$ cat config.mk
export PLATFORM = sky130hd
export DESIGN_NAME = netctl_regs
export DESIGN_NICKNAME = d
export VERILOG_FILES = /design/src/rtl/netctl_pkg.sv /design/src/rtl/netctl_cmd.sv /design/src/rtl/netctl_irq.sv /design/src/rtl/netctl_cfg.sv /design/src/rtl/netctl_regs.sv
export SDC_FILE = /design/constraint.sdc
export NUM_CORES = 1
export LEC_CHECK = 0
export BUFFER_PORTS_ARGS = -buffer_cell sky130_fd_sc_hd__buf_4
export CORE_UTILIZATION = 55
export DETAILED_ROUTE_END_ITERATION = 10
export HOLD_SLACK_MARGIN = 0.05
export PLACE_DENSITY = 0.74
export SYNTH_ARGS = -nofsm -noshare
export SYNTH_HDL_FRONTEND = slang
export SYNTH_HIERARCHICAL = 1
export SYNTH_SLANG_ARGS = --single-unit
$ cat constraint.sdc
create_clock -name clk_i -period 3.2 [get_ports clk_i]
set_input_delay 0.32 -clock clk_i [delete_from_list [all_inputs] [get_ports clk_i]]
set_output_delay 0.32 -clock clk_i [all_outputs]
set_load 0.01 [all_outputs]
$ cat src/rtl/netctl_pkg.sv
`timescale 1ns/1ps
package netctl_pkg;
  localparam int DW = 16;
  typedef logic [DW-1:0] word_t;

  // command bit positions, decoded by the engines
  localparam int B_HALT   = 0;
  localparam int B_TXGO   = 1;
  localparam int B_RXOFF  = 2;
  localparam int B_RXON   = 3;
  localparam int B_TSTOP  = 4;
  localparam int B_TSTART = 5;
  localparam int B_SRST   = 7;
  localparam int B_RDRES  = 8;
  localparam int B_LDCAM  = 9;

  localparam word_t CMD_WMASK = 16'h03BF;
  localparam word_t CMD_HWRST = 16'h0094;
  localparam word_t CFGA_MASK = 16'hBFFF;
  localparam word_t CFGB_MASK = 16'hF017;
  localparam word_t TXC_MASK  = 16'hF000;
  localparam word_t RXC_MASK  = 16'hFFE0;
  localparam word_t MSK_MASK  = 16'h7FFF;

  // register indices
  localparam int IX_CMD  = 0;
  localparam int IX_CFGA = 1;
  localparam int IX_RXC  = 2;
  localparam int IX_TXC  = 3;
  localparam int IX_MSK  = 4;
  localparam int IX_STA  = 5;
  localparam int IX_EOB  = 6;
  localparam int IX_SEQ  = 7;
  localparam int IX_CAME = 8;
  localparam int IX_CFGB = 9;
  localparam int IX_PTR0 = 10;
endpackage

$ cat src/rtl/netctl_cmd.sv
`timescale 1ns/1ps
module netctl_cmd
  import netctl_pkg::*;
(
  input  logic        clk_i,
  input  logic        rst_ni,
  input  logic        wr_hit_i,
  input  word_t       wdata_i,
  input  logic [2:0]  done_i,
  output word_t       cmd_q_o,
  output word_t       strb_q_o
);
  word_t cmd_q, cmd_nxt, strb_q, strb_nxt;
  logic  cmd_en, accept;

  always_comb begin
    cmd_nxt = cmd_q;
    accept  = 1'b0;
    if (done_i[0]) cmd_nxt[B_TXGO]  = 1'b0;
    if (done_i[1]) cmd_nxt[B_RDRES] = 1'b0;
    if (done_i[2]) cmd_nxt[B_LDCAM] = 1'b0;
    if (wr_hit_i) begin
      if (cmd_q[B_SRST] && !wdata_i[B_SRST]) begin
        cmd_nxt[B_SRST] = 1'b0;          // leave reset mode only
      end else begin
        accept  = 1'b1;
        cmd_nxt = cmd_nxt | (wdata_i & CMD_WMASK);
        if (wdata_i[B_RXOFF])  cmd_nxt[B_RXON]   = 1'b0;
        if (wdata_i[B_RXON])   cmd_nxt[B_RXOFF]  = 1'b0;
        if (wdata_i[B_TSTOP])  cmd_nxt[B_TSTART] = 1'b0;
        if (wdata_i[B_TSTART]) cmd_nxt[B_TSTOP]  = 1'b0;
        if (wdata_i[B_SRST]) begin
          cmd_nxt[B_HALT]  = 1'b0;
          cmd_nxt[B_TXGO]  = 1'b0;
          cmd_nxt[B_RXON]  = 1'b0;
          cmd_nxt[B_RDRES] = 1'b0;
          cmd_nxt[B_LDCAM] = 1'b0;
          cmd_nxt[B_SRST]  = 1'b1;
          cmd_nxt[B_RXOFF] = 1'b1;
        end
      end
    end
    cmd_en   = wr_hit_i | (|done_i);
    strb_nxt = accept ? (wdata_i & CMD_WMASK) : '0;
  end

  always_ff @(posedge clk_i or negedge rst_ni) begin
    if (!rst_ni) begin
      cmd_q  <= CMD_HWRST;
      strb_q <= '0;
    end else begin
      if (cmd_en) cmd_q <= cmd_nxt;
      strb_q <= strb_nxt;
    end
  end

  assign cmd_q_o  = cmd_q;
  assign strb_q_o = strb_q;
endmodule

$ cat src/rtl/netctl_irq.sv
`timescale 1ns/1ps
module netctl_irq
  import netctl_pkg::*;
(
  input  logic  clk_i,
  input  logic  rst_ni,
  input  logic  msk_wr_i,
  input  logic  sta_wr_i,
  input  word_t wdata_i,
  input  word_t evt_i,
  output word_t msk_q_o,
  output word_t sta_q_o,
  output logic  irq_o
);
  word_t msk_q, msk_nxt, sta_q, sta_nxt;

  assign msk_nxt = wdata_i & MSK_MASK;

  always_ff @(posedge clk_i or negedge rst_ni) begin
    if (!rst_ni)       msk_q <= '0;
    else if (msk_wr_i) msk_q <= msk_nxt;
  end

  for (genvar b = 0; b < DW; b++) begin : g_sta
    logic bit_en;
    assign bit_en     = evt_i[b] | sta_wr_i;
    assign sta_nxt[b] = evt_i[b] | (sta_q[b] & ~(sta_wr_i & wdata_i[b]));
    always_ff @(posedge clk_i or negedge rst_ni) begin
      if (!rst_ni)     sta_q[b] <= 1'b0;
      else if (bit_en) sta_q[b] <= sta_nxt[b];
    end
  end

  assign irq_o   = |(msk_q & sta_q);
  assign msk_q_o = msk_q;
  assign sta_q_o = sta_q;
endmodule

$ cat src/rtl/netctl_cfg.sv
`timescale 1ns/1ps
module netctl_cfg
  import netctl_pkg::*;
#(
  parameter int    IDX_W   = 6,
  parameter int    N_PTR   = 2,
  parameter int    N_INV   = 2,
  parameter word_t EOB_RST = 16'h02F8
) (
  input  logic             clk_i,
  input  logic             rst_ni,
  input  logic             wr_en_i,
  input  logic [IDX_W-1:0] wr_idx_i,
  input  word_t            wdata_i,
  input  logic             in_reset_i,
  input  logic [IDX_W-1:0] rd_idx_i,
  output word_t            rd_data_o
);
  localparam int INV_BASE = IX_PTR0 + N_PTR;

  function automatic logic hit(input logic [IDX_W-1:0] idx, input int n);
    return idx == IDX_W'(n);
  endfunction

  logic  cfga_en, cfgb_en, rxc_en, txc_en, eob_en, seq_en, came_en;
  word_t cfga_q, cfgb_q, rxc_q, txc_q, eob_q, seq_q, came_q;

  always_comb begin
    cfga_en = wr_en_i && in_reset_i && hit(wr_idx_i, IX_CFGA);
    cfgb_en = wr_en_i && in_reset_i && hit(wr_idx_i, IX_CFGB);
    rxc_en  = wr_en_i && hit(wr_idx_i, IX_RXC);
    txc_en  = wr_en_i && hit(wr_idx_i, IX_TXC);
    eob_en  = wr_en_i && hit(wr_idx_i, IX_EOB);
    seq_en  = wr_en_i && hit(wr_idx_i, IX_SEQ);
    came_en = wr_en_i && hit(wr_idx_i, IX_CAME);
  end

  always_ff @(posedge clk_i or negedge rst_ni) begin
    if (!rst_ni) begin
      cfga_q <= '0;
      cfgb_q <= '0;
      rxc_q  <= '0;
      txc_q  <= '0;
      eob_q  <= EOB_RST;
      seq_q  <= '0;
      came_q <= '0;
    end else begin
      if (cfga_en) cfga_q <= wdata_i & CFGA_MASK;
      if (cfgb_en) cfgb_q <= wdata_i & CFGB_MASK;
      if (rxc_en)  rxc_q  <= wdata_i & RXC_MASK;
      if (txc_en)  txc_q  <= wdata_i & TXC_MASK;
      if (eob_en)  eob_q  <= wdata_i;
      if (seq_en)  seq_q  <= wdata_i;
      if (came_en) came_q <= wdata_i;
    end
  end

  word_t ptr_q [N_PTR];
  word_t inv_q [N_INV];

  for (genvar g = 0; g < N_PTR; g++) begin : g_ptr
    logic  en;
    word_t nxt;
    assign en  = wr_en_i && hit(wr_idx_i, IX_PTR0 + g);
    assign nxt = {wdata_i[DW-1:1], 1'b0};
    always_ff @(posedge clk_i or negedge rst_ni) begin
      if (!rst_ni) ptr_q[g] <= '0;
      else if (en) ptr_q[g] <= nxt;
    end
  end

  for (genvar g = 0; g < N_INV; g++) begin : g_inv
    logic  en;
    word_t nxt;
    assign en  = wr_en_i && hit(wr_idx_i, INV_BASE + g);
    assign nxt = ~wdata_i;
    always_ff @(posedge clk_i or negedge rst_ni) begin
      if (!rst_ni) inv_q[g] <= '0;
      else if (en) inv_q[g] <= nxt;
    end
  end

  always_comb begin
    rd_data_o = '0;
    if (hit(rd_idx_i, IX_CFGA)) rd_data_o = cfga_q;
    if (hit(rd_idx_i, IX_CFGB)) rd_data_o = cfgb_q;
    if (hit(rd_idx_i, IX_RXC))  rd_data_o = rxc_q;
    if (hit(rd_idx_i, IX_TXC))  rd_data_o = txc_q;
    if (hit(rd_idx_i, IX_EOB))  rd_data_o = eob_q;
    if (hit(rd_idx_i, IX_SEQ))  rd_data_o = seq_q;
    if (hit(rd_idx_i, IX_CAME)) rd_data_o = came_q;
    for (int k = 0; k < N_PTR; k++)
      if (hit(rd_idx_i, IX_PTR0 + k)) rd_data_o = ptr_q[k];
    for (int k = 0; k < N_INV; k++)
      if (hit(rd_idx_i, INV_BASE + k)) rd_data_o = inv_q[k];
  end
endmodule

$ cat src/rtl/netctl_regs.sv
`timescale 1ns/1ps
module netctl_regs
  import netctl_pkg::*;
#(
  parameter int    IDX_W   = 6,
  parameter int    N_PTR   = 2,
  parameter int    N_INV   = 2,
  parameter word_t EOB_RST = 16'h02F8
) (
  input  logic             clk_i,
  input  logic             rst_ni,
  input  logic             wr_en_i,
  input  logic [IDX_W-1:0] wr_idx_i,
  input  logic [15:0]      wr_data_i,
  input  logic [IDX_W-1:0] rd_idx_i,
  output logic [15:0]      rd_data_o,
  input  logic [15:0]      evt_i,
  input  logic [2:0]       done_i,
  output logic [15:0]      strb_o,
  output logic             irq_o
);
  word_t cmd_q, msk_q, sta_q, cfg_rd;
  logic  cmd_hit, msk_hit, sta_hit;

  assign cmd_hit = wr_en_i && (wr_idx_i == IDX_W'(IX_CMD));
  assign msk_hit = wr_en_i && (wr_idx_i == IDX_W'(IX_MSK));
  assign sta_hit = wr_en_i && (wr_idx_i == IDX_W'(IX_STA));

  netctl_cmd u_cmd (
    .clk_i    (clk_i),
    .rst_ni   (rst_ni),
    .wr_hit_i (cmd_hit),
    .wdata_i  (wr_data_i),
    .done_i   (done_i),
    .cmd_q_o  (cmd_q),
    .strb_q_o (strb_o)
  );

  netctl_irq u_irq (
    .clk_i    (clk_i),
    .rst_ni   (rst_ni),
    .msk_wr_i (msk_hit),
    .sta_wr_i (sta_hit),
    .wdata_i  (wr_data_i),
    .evt_i    (evt_i),
    .msk_q_o  (msk_q),
    .sta_q_o  (sta_q),
    .irq_o    (irq_o)
  );

  netctl_cfg #(
    .IDX_W   (IDX_W),
    .N_PTR   (N_PTR),
    .N_INV   (N_INV),
    .EOB_RST (EOB_RST)
  ) u_cfg (
    .clk_i      (clk_i),
    .rst_ni     (rst_ni),
    .wr_en_i    (wr_en_i),
    .wr_idx_i   (wr_idx_i),
    .wdata_i    (wr_data_i),
    .in_reset_i (cmd_q[B_SRST]),
    .rd_idx_i   (rd_idx_i),
    .rd_data_o  (cfg_rd)
  );

  always_comb begin
    unique case (1'b1)
      rd_idx_i == IDX_W'(IX_CMD): rd_data_o = cmd_q;
      rd_idx_i == IDX_W'(IX_MSK): rd_data_o = msk_q;
      rd_idx_i == IDX_W'(IX_STA): rd_data_o = sta_q;
      default:                    rd_data_o = cfg_rd;
    endcase
  end
endmodule

Yosys cells after proc, flatten, opt, wreduce, memory -nomap -nowiden
Cells that the tools add are included.
- bits in registers: 211
- bits of input ports: 50
- output and inout bits: 33
- logic and storage cells: 194
- equality and inequality tests: 26
- multiplexer cells: 28
- bitwise gates (word level): 85
- reduce and logical (&&, ||, !) cells: 23
- operators with widths (kind ; number):
    two-way mux 16 bit ; 11
    equality test 6 x 4 -> 1 bit (second input constant) ; 12
    equality test 6 x 3 -> 1 bit (second input constant) ; 8
    one-hot mux 16 bit (3 select lines) ; 1
    bitwise OR 1 bit ; 33
    bitwise AND 1 bit ; 32
    equality test 6 x 2 -> 1 bit (second input constant) ; 4
    two-way mux 10 bit ; 2
    inverter 1 bit ; 17
    bitwise AND 15 x 16 -> 16 bit ; 1
    logical AND 1 bit ; 16
    inverter 16 bit ; 1
    bitwise OR 16 x 10 -> 16 bit ; 1
    OR reduction 16 bit ; 1
    equality test 6 x 1 -> 1 bit (second input constant) ; 2
    zero test 6 bit ; 2
    two-way mux 1 bit ; 10
    two-way mux 7 bit ; 1
    two-way mux 4 bit ; 1
    two-way mux 3 bit ; 1
    AND reduction 3 bit ; 1
    OR reduction 3 bit ; 1
    two-way mux 2 bit ; 1
    AND reduction 2 bit ; 1
    zero test 1 bit ; 1

Longest topological paths before layout
- word-level depth: 13
- gate-level depth with buffers: 10
- mapped depth without buffers: 7

Modules after synthesis
Netlist, hierarchy kept.
- by module, submodules not included (module ; instances ; cells each ; area an instance (sq um) ; seq. area each (sq um)):
    netctl_cfg ; 1 ; 587 ; 6944.2 ; 3711.1
    netctl_irq ; 1 ; 93 ; 1275.0 ; 775.7
    netctl_cmd ; 1 ; 67 ; 815.8 ; 454.2
    netctl_regs ; 1 ; 83 ; 576.8 ; 0.0

Least setup slack after synthesis
Ideal clock, no wire load.
- path type: input to output
- start: in rd_idx_i[2]
- end: out rd_data_o[1]
- data arrival time: 1975 ps
- data required time: 2880 ps
- path slack: 905 ps
- cell stages on the path: 9
- path buffers: 2
- path through: buf_4 -> or4b_1 -> buf_2 -> nor2_2 -> a22oi_1 -> a22o_1 -> a31oi_1 -> inv_1 -> o221ai_1
- longest elaborated chain between the ends: 13
- elaborated cells between the ends (all ways): 26
- those cells by class: eq/ne (13); mux (12); reduce/logical (1)
- ends and longest elaborated chain (element ; line ; source):
    start: declaration ; netctl_regs.sv:15 ; input logic [IDX_W-1:0] rd_idx_i,
    equality test 6 x 1 -> 1 bit ; netctl_cfg.sv:22 ; return idx == IDX_W'(n);
    two-way mux 16 bit ; netctl_cfg.sv:85 ; if (hit(rd_idx_i, IX_CFGA)) rd_data_o = cfga_q;
    two-way mux 16 bit ; netctl_cfg.sv:86 ; if (hit(rd_idx_i, IX_CFGB)) rd_data_o = cfgb_q;
    two-way mux 16 bit ; netctl_cfg.sv:87 ; if (hit(rd_idx_i, IX_RXC)) rd_data_o = rxc_q;
    two-way mux 16 bit ; netctl_cfg.sv:88 ; if (hit(rd_idx_i, IX_TXC)) rd_data_o = txc_q;
    two-way mux 16 bit ; netctl_cfg.sv:89 ; if (hit(rd_idx_i, IX_EOB)) rd_data_o = eob_q;
    two-way mux 16 bit ; netctl_cfg.sv:90 ; if (hit(rd_idx_i, IX_SEQ)) rd_data_o = seq_q;
    two-way mux 16 bit ; netctl_cfg.sv:91 ; if (hit(rd_idx_i, IX_CAME)) rd_data_o = came_q;
    two-way mux 16 bit (2 in a row) ; netctl_cfg.sv:93 ; if (hit(rd_idx_i, IX_PTR0 + k)) rd_data_o = ptr_q[k];
    two-way mux 16 bit ; netctl_cfg.sv:95 ; if (hit(rd_idx_i, INV_BASE + k)) rd_data_o = inv_q[k];
    two-way mux 16 bit * ; netctl_cfg.sv:95 ;
    via cfg_rd[1] ; netctl_regs.sv:22 ; word_t cmd_q, msk_q, sta_q, cfg_rd;
    one-hot mux 16 bit (3 select lines) * ; netctl_regs.sv:68 ; unique case (1'b1)
    end: declaration ; netctl_regs.sv:16 ; output logic [15:0] rd_data_o,
The timed path passes the listed nets; every way through them passes the cells marked *.

Worst setup path in the final report
- start: in rd_idx_i[2]
- end: out rd_data_o[14]
- longest elaborated chain between the ends: 12
- elaborated cells between the ends (all ways): 24
- those cells by class: eq/ne (12); mux (11); reduce/logical (1)
- ends and longest elaborated chain (element ; line):
    equality test 6 x 4 -> 1 bit ; netctl_cfg.sv:22
    two-way mux 16 bit ; netctl_cfg.sv:86
    two-way mux 16 bit ; netctl_cfg.sv:87
    two-way mux 16 bit ; netctl_cfg.sv:88
    two-way mux 16 bit ; netctl_cfg.sv:89
    two-way mux 16 bit ; netctl_cfg.sv:90
    two-way mux 16 bit ; netctl_cfg.sv:91
    two-way mux 16 bit (2 in a row) ; netctl_cfg.sv:93
    two-way mux 16 bit ; netctl_cfg.sv:95
    two-way mux 16 bit * ; netctl_cfg.sv:95
    via cfg_rd[14] ; netctl_regs.sv:22
    one-hot mux 16 bit (3 select lines) * ; netctl_regs.sv:68
Marked as above.

==> reports/results.ini <==
[synthesis]
yosys.area.top_type = dfrtp_1
synth_top_family_by_area = multiplexers
synth_top_area_frac = 0.489
synth_compound_area_frac = 0.136
yosys.area_share.simple = 0.112
seq_area_frac_synth = 0.514
synth-seq-cells = 197
syn_area_sq_mm = 0.00961
syn_area_per_cell_sq_um = 11.6
synth_edf_count = 0
async_flop_share = 1.00
yosysUniqueCellTypes = 71
synth_cells = 830
synthAdderAreaFrac = 0
yosys_warnings = 6
synth_xor_area_frac = 0
yosys-top-cells-area = dfrtp_1 (49%), mux2_2 (15%), nand2_1 (2.7%), mux2i_1 (2.6%), dfstp_2 (2.5%)
muxShareOfSynthArea = 0.190
synthFlopType = dfrtp_1

[min_path]
hp-start = evt_i[2]
min_delay_worst_endpoint = u_irq/sta_q_o[2]
hold_path_class = in2reg
hold_depth = 2

[sta]
slew_headroom = 0.318
finalCritPeriodShare = 0.927
fin_tns_setup_ns = 0
rsz0062_at_grt = false
setup_violations = 0
drv_slew = 0
max_slew.worst_pin.slew_ns = 1.02
post-route-min-period_ns = 2.97
hold_viol = 0
finClkSkew_ns = 0.00831
fmax_mhz = 337

[floorplan]
start_util = 0.571
die_w_um = 134
die_h_um = 134
die_area_sq_mm = 0.0180
rows = 47
boundaryPins = 83
core-area_sq_mm = 0.0168

[clocking]
cts_setup_buffers = 0
cts-htree-levels = 4
insertion_delay_ns = 0.44
root_buffer = clkbuf_16
numCtsBuffers = 17
cts_tree = yes
clk_pin_slew_worst_paths_ns = 0.07
cts_buffer_depth = 2
clkSinkCount = 197

[route]
drc = 0
wl_per_cell_um = 23.8
drtAntennaViolNets = 0
first_pass_iters = 6
drt_iter0_drc = 749
viasPerCell = 6.47
wl_um = 27100
vias = 7369

[setup_path]
regToRegStartpoint = u_cmd/cmd_q_o[7]
path_cells = buf_4, buf_4, nand2_1, a2111oi_0, a221oi_1, o221ai_1, inv_1, o221ai_1, buf_4
cp.required_ns = 2.88
reg2regPathDepth = 4
cpMaxStageDelayCell = a2111oi_0
crit_top_cell = buf_4
cp_max_fo = 26
critPathLaunch = rd_idx_i[2]
worstSetupStartpointType = primary input
worst_path_largest_cell_delay_ns = 0.69
end_kind = output port
crit_type = in2out
rrSetupSlack_ns = 0.90
critical_path_arrival_ns = 2.65
r2r-end = u_cfg/cfga_q[6]

[grt]
grt_pass1_vias = 7577
grt_start_max_net_pins = 85
grt_pass1_wl_um = 42400
grt_overflow = 0
grt.total_usage = 0.318
antenna_found_initial = 0

[layout]
multi_input_area_sq_mm = 0.00428
syn2layout_area_growth_pct = 14.7
nFillCells = 1291
seq_area_sq_mm = 0.00494
postLayoutCellArea_sq_mm = 0.0110
diodes = 0
nets = 956
drive_gt1_frac = 0.336

[placed_design]
globalplace.congestion = 0.953
hpwl_um = 18800
portBuffers = 75
postPlaceCellArea_sq_mm = 0.0104

[run]
cap_violations = 0

[run_status]
status = completed

[power_and_ir_drop]
p_leak_uw = 0.00499
p_per_area_mw_per_mm2 = 515
vdd_drop_max_uv = 424

-- sequential cells by signal, indices dropped and copies added, names as in the netlist, 15 cells and up --
name / count
u_irq/msk_q_o: 15
u_cfg/came_q: 16
u_cfg/cfga_q: 15
u_cfg/seq_q: 16
u_cfg/ptr_q: 30
u_cfg/inv_q: 32
u_cfg/eob_q: 16
u_irq/sta_q_o: 16
-- per-layer routing --
| layer | routed length (um) | global-route usage | share of wire |
|---|---|---|---|
| met1 | 11100 | 0.414 | 0.41 |
| met3 | 2130 | 0.0782 | 0.078 |
| met2 | 12800 | 0.501 | 0.47 |
| met5 | 0 | 0 | 0 |
| met4 | 1090 | 0.155 | 0.040 |
-- worst max-delay path by stage --
stage                         end  cells after the start
global route         rd_data_o[7]                      9
CTS                  rd_data_o[2]                      9
global placement     rd_data_o[8]                      9
detailed placement   rd_data_o[2]                      9
floorplan            rd_data_o[1]                      9
finish              rd_data_o[14]                      9
-- per-stage QoR --
step	hold slack [ns]	total power, uW	instances	worst slack [ns]	util
CTS	0.0544	5700	1139	0.294	0.655
floorplan	0.0244	3310	843	0.905	-
detailed placement	0.407	3610	1099	0.336	0.617
finish	0.0669	5680	1139	0.234	0.655
global placement	0.392	3560	1099	0.357	0.617
global route	0.0590	5890	1139	0.108	0.655
-- cells in the final DEF (no fill, tap or decap), types with 3 or more instances in the layout --
cell type | synthesis | layout
o31ai_1 | 4 | 4
a22oi_1 | 18 | 18
mux2i_1 | 25 | 25
nand2b_1 | 5 | 5
inv_6 | 0 | 5
and3_1 | 12 | 12
o211ai_1 | 4 | 4
dlygate4sd3_1 | 0 | 8
buf_4 | 21 | 102
o22ai_1 | 3 | 3
dfrtp_1 | 188 | 188
conb_1 | 2 | 15
nor2b_1 | 10 | 10
a221o_1 | 6 | 6
dfstp_2 | 9 | 9
nand4_1 | 4 | 4
nor2_1 | 20 | 20
o221ai_1 | 23 | 23
nand3_1 | 25 | 25
clkbuf_16 | 0 | 17
mux2_2 | 126 | 126
nand2_1 | 68 | 68
nor2_2 | 4 | 4
a211oi_1 | 8 | 8
clkinv_4 | 0 | 3
a221oi_1 | 5 | 5
nor4_1 | 4 | 4
nor3b_2 | 4 | 5
nand3b_1 | 6 | 6
a22o_1 | 4 | 4
o21ai_0 | 47 | 47
a31oi_1 | 7 | 7
mux2_4 | 10 | 10
a21oi_1 | 28 | 28
inv_1 | 20 | 20
nor3_1 | 10 | 9
a21o_1 | 16 | 16
-- worst max-delay path, delay by kind of cell --
family / cells / cell delay, ns
AO/OA/AOI/OAI: 4 / 1.38
buffers and inverters: 4 / 0.85
AND/OR/NAND/NOR: 1 / 0.10
-- cells in the mapped netlist (8+ instances only) --
cell	n
mux2i_1	25
mux2_2	126
nor3_1	10
clkbuf_1	27
o221ai_1	23
a21o_1	16
buf_4	21
nor2_1	20
dfstp_2	9
nand2_1	68
inv_1	20
mux2_4	10
a21oi_1	28
nor2b_1	10
a211oi_1	8
o21ai_0	47
nand3_1	25
a22oi_1	18
dfrtp_1	188
and3_1	12
buf_2	15
-- cell type report --
class                           count  share of cell area
Sequential cell                   197               0.448
Tap cell                          220              0.0250
Inverter                           20             0.00681
Multi-Input combinational cell    558               0.389
Clock inverter                     14              0.0127
Timing Repair Buffer              112              0.0798
Clock buffer                       18              0.0389
-- kinds of logic after synthesis --
kind of cell           Yosys count
other                            2
AND/OR/NAND/NOR                194
multiplexers                   162
flip-flops                     197
AO/OA/AOI/OAI                  187
buffers and inverters           88
-- report_power, final --
part           switching (uW)  leakage [uW]  internal [uW]
logic                     350       0.00217            325
clock network             989      0.000280           1100
registers                 166       0.00254           2750
-- repair_timing --
action	in CTS	in global routing
endpoints found under the hold margin	83	0
hold buffers	8	0
gates resized for setup	0	0
Note: power is estimated with default switching activity, not from simulation.
